## src/rtl/wp_pkg.sv

```systemverilog
package wp_pkg;

  typedef struct packed {
    logic       ppen;
    logic [1:0] bl;
    logic       rwel;
    logic       wel;
  } wp_state_t;

  typedef struct packed {
    logic clr_all;
    logic set_wel;
    logic set_rwel;
    logic nv_store;
  } wp_act_t;

  function automatic logic [7:0] pack_reg(input wp_state_t s);
    return {s.ppen, 2'b00, s.bl, s.rwel, s.wel, 1'b0};
  endfunction

endpackage

```

## src/rtl/wp_lock_map.sv

```systemverilog
module wp_lock_map #(
  parameter int AW = 13
) (
  input  logic [AW-1:0] addr,
  input  logic [1:0]    bl,
  output logic          locked
);
  always_comb begin
    unique case (bl)
      2'b00:   locked = 1'b0;
      2'b01:   locked = &addr[AW-1:AW-2];
      2'b10:   locked = addr[AW-1];
      default: locked = 1'b1;
    endcase
  end
endmodule

```

## src/rtl/wp_cmd_decode.sv

```systemverilog
module wp_cmd_decode
  import wp_pkg::*;
(
  input  logic [7:0] data,
  input  wp_state_t  cur,
  input  logic       hw_lock,
  output wp_act_t    act
);
  logic nv_pat, rw_pat, we_pat, clr_pat;

  always_comb begin
    nv_pat  = (data[6:5] == 2'b00) && (data[2:0] == 3'b010);
    rw_pat  = (data[7:1] == 7'b0000011) ||
              ((data[6:5] == 2'b00) && (data[2:0] == 3'b110));
    we_pat  = (data[7:1] == 7'b0000001);
    clr_pat = (data == 8'h00);
    act     = '0;
    if (cur.rwel && nv_pat) begin
      act.nv_store = !hw_lock;
    end else if (clr_pat) begin
      act.clr_all = 1'b1;
    end else if (we_pat) begin
      act.set_wel = 1'b1;
    end else if (rw_pat && cur.wel) begin
      act.set_rwel = 1'b1;
    end
  end
endmodule

```

## src/rtl/wp_state_reg.sv

```systemverilog
module wp_state_reg
  import wp_pkg::*;
#(
  parameter logic [7:0] NV_INIT = 8'h00
) (
  input  logic       clk,
  input  logic       rst,
  input  logic       apply,
  input  wp_act_t    act,
  input  logic [7:0] data,
  output wp_state_t  st
);
  always_ff @(posedge clk) begin
    if (rst) begin
      st.wel  <= 1'b0;
      st.rwel <= 1'b0;
      st.ppen <= NV_INIT[7];
      st.bl   <= NV_INIT[4:3];
    end else if (apply) begin
      if (act.clr_all) begin
        st.wel  <= 1'b0;
        st.rwel <= 1'b0;
      end
      if (act.set_wel)  st.wel  <= 1'b1;
      if (act.set_rwel) st.rwel <= 1'b1;
      if (act.nv_store) begin
        st.ppen <= data[7];
        st.bl   <= data[4:3];
        st.rwel <= 1'b0;
      end
    end
  end
endmodule

```

## src/rtl/wp_guard.sv

```systemverilog
module wp_guard
  import wp_pkg::*;
#(
  parameter int         AW         = 13,
  parameter int         SECT_BYTES = 32,
  parameter logic [7:0] NV_INIT    = 8'h00
) (
  input  logic          clk,
  input  logic          rst,
  input  logic          hw_protect,
  input  logic          wr_start,
  input  logic [AW-1:0] wr_addr,
  input  logic          wr_byte_vld,
  input  logic [7:0]    wr_byte,
  input  logic          wr_stop,
  input  logic          rd_req,
  input  logic [AW-1:0] rd_addr,
  input  logic          rd_seq,
  output logic          ack_vld,
  output logic          ack_ok,
  output logic          prog_reg,
  output logic          prog_arr,
  output logic          rd_reg_sel,
  output logic [7:0]    reg_rdata
);
  localparam int            SW  = $clog2(SECT_BYTES);
  localparam int            CW  = SW + 1;
  localparam logic [AW-1:0] TOP = {AW{1'b1}};

  logic [AW-1:0] base_q;
  logic [CW-1:0] cnt_q;
  logic          bad_q, in_wr_q;
  logic [7:0]    first_q;
  logic [AW-1:0] cur_addr;
  logic          lock_cur, lock_top, hw_lock, byte_ok;
  logic          reg_txn, arr_ok;
  wp_state_t     st;
  wp_act_t       act;

  logic [SW-1:0] low_sum;
  assign low_sum  = base_q[SW-1:0] + cnt_q[SW-1:0];
  assign cur_addr = {base_q[AW-1:SW], low_sum};
  assign hw_lock  = hw_protect && st.ppen;

  wp_lock_map #(.AW(AW)) u_lock_cur (.addr(cur_addr), .bl(st.bl), .locked(lock_cur));
  wp_lock_map #(.AW(AW)) u_lock_top (.addr(TOP),      .bl(st.bl), .locked(lock_top));

  wp_cmd_decode u_dec (.data(first_q), .cur(st), .hw_lock(hw_lock), .act(act));

  always_comb begin
    byte_ok = !bad_q &&
              (((cnt_q == '0) && (base_q == TOP)) || (st.wel && !lock_cur));
    reg_txn = !bad_q && (cnt_q == CW'(1)) && (base_q == TOP);
    arr_ok  = !bad_q && (cnt_q != '0) && !reg_txn &&
              ((base_q != TOP) || (st.wel && !lock_top));
  end

  wp_state_reg #(.NV_INIT(NV_INIT)) u_state (
    .clk(clk), .rst(rst),
    .apply(in_wr_q && wr_stop && !wr_start && reg_txn),
    .act(act), .data(first_q), .st(st)
  );

  assign reg_rdata = pack_reg(st);

  always_ff @(posedge clk) begin
    if (rst) begin
      base_q     <= '0;
      cnt_q      <= '0;
      bad_q      <= 1'b0;
      in_wr_q    <= 1'b0;
      first_q    <= '0;
      ack_vld    <= 1'b0;
      ack_ok     <= 1'b0;
      prog_reg   <= 1'b0;
      prog_arr   <= 1'b0;
      rd_reg_sel <= 1'b0;
    end else begin
      ack_vld  <= 1'b0;
      ack_ok   <= 1'b0;
      prog_reg <= 1'b0;
      prog_arr <= 1'b0;
      if (wr_start) begin
        base_q  <= wr_addr;
        cnt_q   <= '0;
        bad_q   <= 1'b0;
        in_wr_q <= 1'b1;
      end else if (in_wr_q && wr_byte_vld) begin
        ack_vld <= 1'b1;
        ack_ok  <= byte_ok;
        if (cnt_q == '0) first_q <= wr_byte;
        if (cnt_q != '1) cnt_q <= cnt_q + CW'(1);
        if (!byte_ok) bad_q <= 1'b1;
      end else if (in_wr_q && wr_stop) begin
        in_wr_q  <= 1'b0;
        prog_reg <= reg_txn && act.nv_store;
        prog_arr <= arr_ok;
      end
      if (rd_req) rd_reg_sel <= (rd_addr == TOP) && !rd_seq;
    end
  end
endmodule

```

## config.mk

```make
export PLATFORM = sky130hd
export DESIGN_NAME = wp_guard
export DESIGN_NICKNAME = d
export VERILOG_FILES = /design/src/rtl/wp_pkg.sv /design/src/rtl/wp_lock_map.sv /design/src/rtl/wp_cmd_decode.sv /design/src/rtl/wp_state_reg.sv /design/src/rtl/wp_guard.sv
export SDC_FILE = /design/constraint.sdc
export NUM_CORES = 1
export LEC_CHECK = 0
export BUFFER_PORTS_ARGS = -buffer_cell sky130_fd_sc_hd__buf_4
export CORE_MARGIN = 5
export CORE_UTILIZATION = 40
export CTS_BUF_LIST = sky130_fd_sc_hd__clkbuf_16
export DETAILED_ROUTE_END_ITERATION = 16
export PLACE_DENSITY = 0.67
export SYNTH_ARGS = -nofsm -noshare
export SYNTH_HDL_FRONTEND = slang
export SYNTH_SLANG_ARGS = --single-unit
```

## constraint.sdc

```tcl
create_clock -name clk -period 1.9 [get_ports clk]
set_clock_uncertainty 0.1 [all_clocks]
set_input_delay 0.38 -clock clk [delete_from_list [all_inputs] [get_ports clk]]
set_output_delay 0.38 -clock clk [all_outputs]
set_load 0.01 [all_outputs]
```

Word-level counts from Yosys, hierarchy flattened --
Cells that the tools add are included.
Storage, ports and cells: register bits 39, output and inout bits 13, word-level logic and storage cells 95
Cells by class: $add $sub $neg 1, equality and inequality tests 12, mux-type cells 16, bitwise logic cells 4, reductions and logical operators 48
Operators by type and width (count):
- == test 13 bit (second input constant) | 2
- logical AND 1 bit | 20
- AND reduction 2 bit | 7
- != test 13 bit (second input constant) | 1
- 2-to-1 mux 1 bit | 12
- zero test 8 bit | 1
- == test 7 x 1 -> 1 bit (second input constant) | 1
- == test 7 x 2 -> 1 bit (second input constant) | 1
- adder 6 x 1 -> 6 bit (second input constant) | 1
- == test 6 x 1 -> 1 bit (second input constant) | 1
- zero test 1 bit | 6
- zero test 6 bit | 1
- != test 6 bit (second input constant) | 1
- nonzero test 6 bit | 1
- zero test 2 bit | 2
- 2-to-1 mux 2 bit | 2
- NOT 1 bit | 4
- nonzero test 2 bit | 2
- OR reduction 4 bit | 1
- == test 3 x 2 -> 1 bit (second input constant) | 1
- == test 3 bit (second input constant) | 1
- logical OR 1 bit | 3
- 2-to-1 mux 3 bit | 1
- case mux 1 bit (3 select lines) | 1
- other kinds (7) | 7

Longest topological paths before layout --
Gate-level depths: netlist of the first run.
depth after elaboration 11, depth in mapped cells 6, mapped depth without buffers 6

Hierarchy --
From an unflattened synthesis of the first run, not the netlist that was laid out.
Unflattened totals: cells, all modules 210, area, all modules 1946.9 µm²
Modules (own cells, without submodules):
- wp_guard | times used 1, cells each 172, area an instance 1614.0 µm², sequential area each 680.7 µm²
- wp_state_reg | times used 1, cells each 22, area an instance 220.2 µm², sequential area each 100.1 µm²
- wp_cmd_decode | times used 1, cells each 10, area an instance 85.1 µm², sequential area each 0.0 µm²
- wp_lock_map | times used 2, cells each 3, area an instance 13.8 µm², sequential area each 0.0 µm²

Worst setup path after synthesis of the first run --
No wires, ideal clock.
path kind register -> register, start register cnt_q[2], end register u_state.st[2] (netlist name), setup time 0.072 ns, arrival 1.728 ns, setup slack 0.000 ns, cell stages (with the launch flop) 5, buffers on the path 0, clock period less this slack 1.900 ns, cell sequence dfxtp_1 > or4_4 > or3_4 > nor4_4 > mux2i_1
Between the ends: cells in the longest elaborated chain, start to end 5
RTL lines:
- start, declared | RTL line wp_guard.sv:31 | logic [CW-1:0] cnt_q;
- start signal, assigned | RTL line wp_guard.sv:92 | if (cnt_q != '1) cnt_q <= cnt_q + CW'(1);
- == test 6 x 1 -> 1 bit | RTL line wp_guard.sv:53 | reg_txn = !bad_q && (cnt_q == CW'(1)) && (base_q == TOP);
- logical AND 1 bit (2 in a row) | RTL line wp_guard.sv:53
- logical AND 1 bit | RTL line wp_guard.sv:60 | .apply(in_wr_q && wr_stop && !wr_start && reg_txn),
- AND reduction 2 bit (no line)
No other way between the ends. A chain may end at the register's enable or synchronous reset.

Final worst setup path of the first run --
start register first_q[7], end register u_state.st[1] (netlist name)
Between the ends: cells in the longest elaborated chain, start to end 9, elaborated cells on any way between the ends 14
RTL lines:
- start, declared | RTL line wp_guard.sv:33 | logic [7:0] first_q;
- start signal, assigned | RTL line wp_guard.sv:91 | if (cnt_q == '0) first_q <= wr_byte;
- == test 7 x 2 -> 1 bit | RTL line wp_cmd_decode.sv:13 | rw_pat = (data[7:1] == 7'b0000011) ||
- logical OR 1 bit | RTL line wp_cmd_decode.sv:13
- logical AND 1 bit | RTL line wp_cmd_decode.sv:24 | end else if (rw_pat && cur.wel) begin
- 2-to-1 mux 1 bit | RTL line wp_cmd_decode.sv:24
- 2-to-1 mux 1 bit | RTL line wp_cmd_decode.sv:22 | end else if (we_pat) begin
- 2-to-1 mux 2 bit | RTL line wp_cmd_decode.sv:20 | end else if (clr_pat) begin
- 2-to-1 mux 3 bit * | RTL line wp_cmd_decode.sv:18 | if (cur.rwel && nv_pat) begin
- nonzero test 3 bit (no line) or 2-to-1 mux 1 bit (tied branches)
- AND reduction 2 bit (no line) or 2-to-1 mux 1 bit (tied branches)
Every way passes the cells marked *; elsewhere a longest branch is shown, timed or not.

==> key figures, run 1 <==
Route
  – Antenna Violating Nets Remaining: 0
  – DR pass1 iterations: 4
  – DRC errors left: 0
  – Wirelength per Cell: 13.1 µm
  – Final WL: just over 4000 µm
  – Initial DRC Count: 66
  – Via/cell ratio: about 5.1
  – Vias: 1585

CTS
  – Clock H-tree levels: 2
  – Post-cts hold buffer count: 0
  – Worst skew pair latency: 0.28 ns
  – Root Buffer: clkbuf_16
  – CTS tree: yes
  – Longest Clk Path Bufs: 2
  – Setup Fix Bufs, Post-CTS: 0
  – Total CTS buffers: 5
  – Clock Sinks: 39
  – Worst-path clk slew: 0.06 ns

Power
  – Pleak: 1.11 nW
  – Tot Pwr: 1.96 mW
  – Peak VDD IR: 0.000410 V
  – Power Density: 785 nW/µm²

Die
  – Core Rows: 24
  – DIE HEIGHT: around 76 µm
  – I/O Pins: 55
  – Initial Util: 40.9%
  – Die ar.: 5820 µm²
  – Die Wd: 76.3 µm
  – Core area: around 4300 µm²

Global routing
  – First-pass GRT wire length: 6970 µm
  – Largest net degree at the start of global routing: 34
  – Total grt overflow: 0
  – Initial antenna violation count: 0
  – Number of global-route vias before repair: 1624
  – Overall Global Routing Usage: 14.5%

Job
  – Max cap viols: 0

Placed design
  – Placed cell areas: about 2300 µm²
  – Hpwl dp: 3130 µm
  – Port bufs: 51
  – RePlAce Congestion: 0.854
  – Place WS: -0.0634 ns

Finish
  – Final nets: 303
  – Area Overhead vs Synth: 41.8%
  – Ant. Diodes: 0
  – Biggest regs: base_q x13, first_q x8, cnt_q x6
  – Core Util, Final: about three fifths
  – Largest register FFs: 13
  – Largest Register: base_q
  – Final Instance Area: ~2500 µm²
  – Layout cells sized above 1: 32.9%

Synth
  – Most common cell in the netlist: dfxtp_1
  – Top cells by area, synth: dfxtp_1 (44%), mux2i_1 (14%), nor2_1 (7.3%)
  – Area leader, netlist: dfxtp_1
  – Syn Area/Cell: 9.30 µm²
  – Top-area cell type share of the netlist area: 44.4%
  – Synthesized area: 1760 µm²
  – Distinct cells, synth: 37
  – FF+latch count, synth: 39
  – Post-Syn Instances: 189
  – List of most frequent post-synthesis cells: dfxtp_1 (39), nor2_1 (34), mux2i_1 (25)
  – Main flop type after synthesis: dfxtp_1
  – FFs w/ async S/R, synth: 0%
  – Seq/Total Area, Yosys: 44.4%
  – Post-synth EDFFs: 0
  – Synth Warn #: 0

Timing
  – Setup TNS: -0.205 ns
  – Final Max Slew Viols: 0
  – Crit share post-route: 104%
  – Clock period minus worst slack: 1.97 ns
  – Final hold violations: 0
  – Unrepaired setup endpoints after global routing: yes
  – Final setup vio count: 5
  – F_max: around 0.51 GHz
  – Post-route setup slack: -0.0727 ns

Worst setup path
  – Crit path launch type: flop
  – Setup CP Type: flop to flop
  – Max FO, Critical Path: 2
  – Setup crit end kind: flop
  – Worst endpoint required time: 1.95 ns
  – Critical Path AT: 2.03 ns

Worst hold path
  – HP Class: input pin to flop

Run status
  – Status: finished with violations
  – Failing checks: negative setup slack
## area by class of cell
class	count	area, µm²
Clock buffer	5	125
Clock inverter	2	37.5
Fill cell	390	1800
Inverter	6	22.5
Multi-Input combinational cell	136	935
Sequential cell	39	782
Tap cell	52	65.1
Timing Repair Buffer	70	526
## metrics by stage
| stage | cells | hold WS [ns] |
|---|---|---|
| floorplan | 191 | 0.359 |
| global placement | 303 | 0.374 |
| detailed placement | 303 | 0.388 |
| CTS | 310 | 0.229 |
| global route | 310 | 0.241 |
| finish | 310 | 0.233 |
## kinds of logic (layout without fill, tap and decap cells)
logic type	after synthesis	count (layout)	share of synthesized area [%]
xor+xnor	4	4	1.99
fa+ha+maj	3	3	2.14
simple gates	88	88	27.7
buf+inv	16	83	4.06
other cells	1	3	0.213
mux	25	25	14.2
compound gates	13	13	5.27
flops	39	39	44.4
## worst max-delay path, stage by stage, from the launching register on
cell	delay (ns)
dfxtp_1	0.30
or3_1	0.37
or4_1	0.54
a2111oi_0	0.41
o21ai_0	0.12
## where the power goes
part / internal, mW / total (mW) / leakage [nW] / switching, mW
logic: 0.106 / 0.180 / 0.718 / 0.0746
clock network: 0.611 / 0.918 / 0.0759 / 0.307
registers: 0.842 / 0.858 / 0.318 / 0.0152
total: 1.56 / 1.96 / 1.11 / 0.397
## cell usage in the layout, fill, tap and decap left out, drive strengths merged, types with 2 or more instances in the layout
cell type / n
dfxtp: 39
a21oi: 3
mux2i: 25
clkbuf: 5
ha: 3
xnor2: 4
nand4: 6
or4: 3
nand2b: 8
or3: 4
a31oi: 2
inv: 6
nand2: 7
nor3: 3
nor4: 10
nand4b: 3
and2: 2
nor2: 34
nand3: 3
conb: 3
buf: 70
## final timing paths
check	from	slack, ns	end	cells past startpoint
setup reg to reg	first_q[7]$_SDFFE_PP0P_	-0.07	u_state.st[1]$_SDFFE_PP0P_	4
hold reg to reg	base_q[7]$_SDFFE_PP0P_	0.40	base_q[7]$_SDFFE_PP0P_	2
hold / removal	wr_byte[5]	0.23	first_q[5]$_SDFFE_PP0P_	3
setup / recovery	first_q[7]$_SDFFE_PP0P_	-0.07	u_state.st[1]$_SDFFE_PP0P_	4
## layer usage
layer  global-route usage [%]  up-vias  routed length (µm)
met5                        0        -                   0
met4                     6.29        0                  75
met2                     24.7       51                1960
met3                     4.02        7                 274
met1                     16.8      725                1760
li1                         -      802                   -
## repair_timing
action | in CTS | in global routing
endpoints found under the setup margin | 5 | 6
resized for setup | 1 | 3
pin swaps | 1 | 0
No activity file was read; power rests on OpenSTA's default activity.
==> run 2, diff against run 1 <==
--- a/config.mk
+++ b/config.mk
@@ -7,10 +7,9 @@
 export LEC_CHECK = 0
 export BUFFER_PORTS_ARGS = -buffer_cell sky130_fd_sc_hd__buf_4
 export CORE_MARGIN = 5
-export CORE_UTILIZATION = 40
-export CTS_BUF_LIST = sky130_fd_sc_hd__clkbuf_16
+export CORE_UTILIZATION = 45
 export DETAILED_ROUTE_END_ITERATION = 16
-export PLACE_DENSITY = 0.67
+export PLACE_DENSITY = 0.74
 export SYNTH_ARGS = -nofsm -noshare
 export SYNTH_HDL_FRONTEND = slang
 export SYNTH_SLANG_ARGS = --single-unit
==> run 2 against run 1 <==
- the flow now finishes without violations
- hold slack got worse by 0.0059 ns
- non-clock buffer count decreased by 3
- flip-flop and latch count unchanged
- clock power decreased by 34%
- core utilization increased by 7.0 points
- fmax increased by 5.0%
- setup slack improved by 0.094 ns
- power decreased by 16%
- critical endpoint unchanged
==> key figures, run 2 (synthesis results as in run 1) <==
Timing
  – Final hold violations: 0
  – Slew headroom: about 66%
  – Final Max Slew Viols: 0
  – Setup TNS: 0 ns
  – F_max: 0.532 GHz
  – Slew @ Worst Pin: 0.502 ns
  – Crit share post-route: a little under 100%
  – Final setup vio count: 0
  – Clock period minus worst slack: 1.88 ns
  – Unrepaired setup endpoints after global routing: yes

Worst setup path
  – Setup crit end kind: flop
  – Crit path launch type: flop
  – Register-to-Register Path Depth: 4
  – CP max stage delay: 0.51 ns
  – Crit path cell chain: or3_4 -> or4_4 -> a2111oi_4 -> o21ai_1
  – FF-to-FF setup slack: 0.02 ns
  – Worst r2r src: first_q[7]$_SDFFE_PP0P_
  – Worst endpoint required time: 1.96 ns
  – Critical Path AT: 1.94 ns
  – Max FO, Critical Path: 2
  – Crit-path slowest cell: or4_4
  – Setup CP Type: flop to flop
  – R2R Path End: u_state.st[1]$_SDFFE_PP0P_

Die
  – DIE HEIGHT: 72.5 µm
  – Core area: 3720 µm²
  – Die Wd: 72.5 µm
  – Core Rows: 22
  – Die ar.: 5260 µm²
  – Initial Util: 47.3%
  – I/O Pins: 55

Worst hold path
  – HP Class: input pin to flop
  – Hold_sp: wr_byte[3]
  – WHS Endpoint: first_q[3]$_SDFFE_PP0P_
  – Hold path depth: 3

CTS
  – Worst-path clk slew: 0.07 ns
  – Worst skew pair latency: 0.29 ns
  – Clock Sinks: 39
  – Longest Clk Path Bufs: 2
  – Total CTS buffers: 5
  – Post-cts hold buffer count: 0
  – Setup Fix Bufs, Post-CTS: 0
  – Root Buffer: clkbuf_8
  – Clock H-tree levels: 2
  – CTS tree: yes

Finish
  – Fill cells: 322
  – Largest register FFs: 13
  – Final Instance Area: 2420 µm²
  – Commonest non-fill, non-tap cell in the layout: buf_4
  – Ant. Diodes: 0
  – Layout cells sized above 1: roughly 33%
  – Final nets: 300
  – Area Overhead vs Synth: 37.5%
  – Biggest regs: base_q x13, first_q x8, cnt_q x6
  – Commonest non-fill, non-tap cells in the layout: buf_4 (67), dfxtp_1 (39), nor2_1 (34)
  – Fin cells: between 300 and 400
  – Largest Register: base_q

Placed design
  – Placed cell areas: 2280 µm²
  – Hpwl dp: 3100 µm
  – Port bufs: 51
  – Placed Cells: 296
  – RePlAce Congestion: 0.854

Route
  – DR pass1 iterations: 4
  – Antenna Violating Nets Remaining: 0
  – Initial DRC Count: 102
  – Wirelength per Cell: 13.3 µm
  – DRC errors left: 0
  – Vias: 1568
  – Final WL: 4030 µm
  – Via/cell ratio: 5.16

Power
  – Pleak: approximately 1.1 nW
  – Peak VDD IR: 0.000494 V
  – Tot Pwr: 1.64 mW
  – Power Density: 680 nW/µm²

Global routing
  – Overall Global Routing Usage: 16.0%
  – Largest net degree at the start of global routing: 34
  – Total grt overflow: 0
  – Initial antenna violation count: 0
  – First-pass GRT wire length: between 6000 and 7000 µm
  – Number of global-route vias before repair: between 1500 and 2000

Run status
  – Status: completed

Job
  – Max cap viols: 0
[run 2: changes by cell type in the layout (fill, tap and decap cells not counted), moves of 2 or more]
cell | previous run | this run
clkbuf_8 | 0 | 7
clkbuf_16 | 5 | 0
buf_4 | 70 | 67
or4_1 | 2 | 0
or4_4 | 1 | 3
[run 2: metrics by stage]
step | util, % | hold slack [ns] | worst slack, ns
after floorplan | - | 0.359 | 0.0000275
after global placement | 61.3 | 0.376 | -0.00509
after detailed placement | 61.3 | 0.383 | -0.0319
after CTS | 64.3 | 0.221 | -0.0229
after global routing | 65.1 | 0.224 | -0.0670
final | 65.1 | 0.227 | 0.0215
[run 2: layout make-up]
class / instances / area, µm² / share of cell area [%]
Inverter: 6 / 22.5 / 0.932
Timing Repair Buffer: 67 / 503 / 20.8
Sequential cell: 39 / 781 / 32.3
Tap cell: 48 / 60.1 / 2.48
Multi-Input combinational cell: 136 / 951 / 39.3
Clock buffer: 8 / 100 / 4.14
[run 2: worst max-delay path: cells and delay by family (launching register included)]
| family | cells | cell delay [ns] |
|---|---|---|
| and+or+nand+nor | 2 | 0.90 |
| AOI/OAI and AO/OA | 2 | 0.45 |
| DFF | 1 | 0.32 |
[run 2: power by group]
group / leakage (nW) / internal, mW / switching [mW]
Sequential: 0.318 / 0.841 / 0.0162
Combinational: 0.702 / 0.107 / 0.0740
Clock: 0.0515 / 0.331 / 0.273
[run 2: how the worst max path moves through the flow]
stage	startpoint	endpoint	slack (ns)
floorplan	cnt_q[2]$_SDFFE_PP0P_	u_state.st[2]$_SDFFE_PP0P_	0.00003
global placement	cnt_q[2]$_SDFFE_PP0P_	u_state.st[1]$_SDFFE_PP0P_	-0.005
detailed placement	cnt_q[2]$_SDFFE_PP0P_	u_state.st[1]$_SDFFE_PP0P_	-0.03
CTS	cnt_q[2]$_SDFFE_PP0P_	u_state.st[1]$_SDFFE_PP0P_	-0.02
global route	cnt_q[2]$_SDFFE_PP0P_	u_state.st[4]$_SDFFE_PP0P_	-0.07
finish	first_q[7]$_SDFFE_PP0P_	u_state.st[1]$_SDFFE_PP0P_	0.02
[run 2: layer usage]
metal / GRT usage (%) / routed length [µm] / up-vias
met5: 0 / 0 / -
met4: 2.87 / 29 / 0
met3: 6.79 / 305 / 4
met2: 25.9 / 1830 / 53
met1: 20.1 / 1860 / 714
li1: - / - / 797
[run 2: repair_timing]
action	CTS	global route
endpoints found under the setup margin	4	5
endpoints found under the hold margin	0	0
gates resized for setup	4	4
pin swaps	2	3
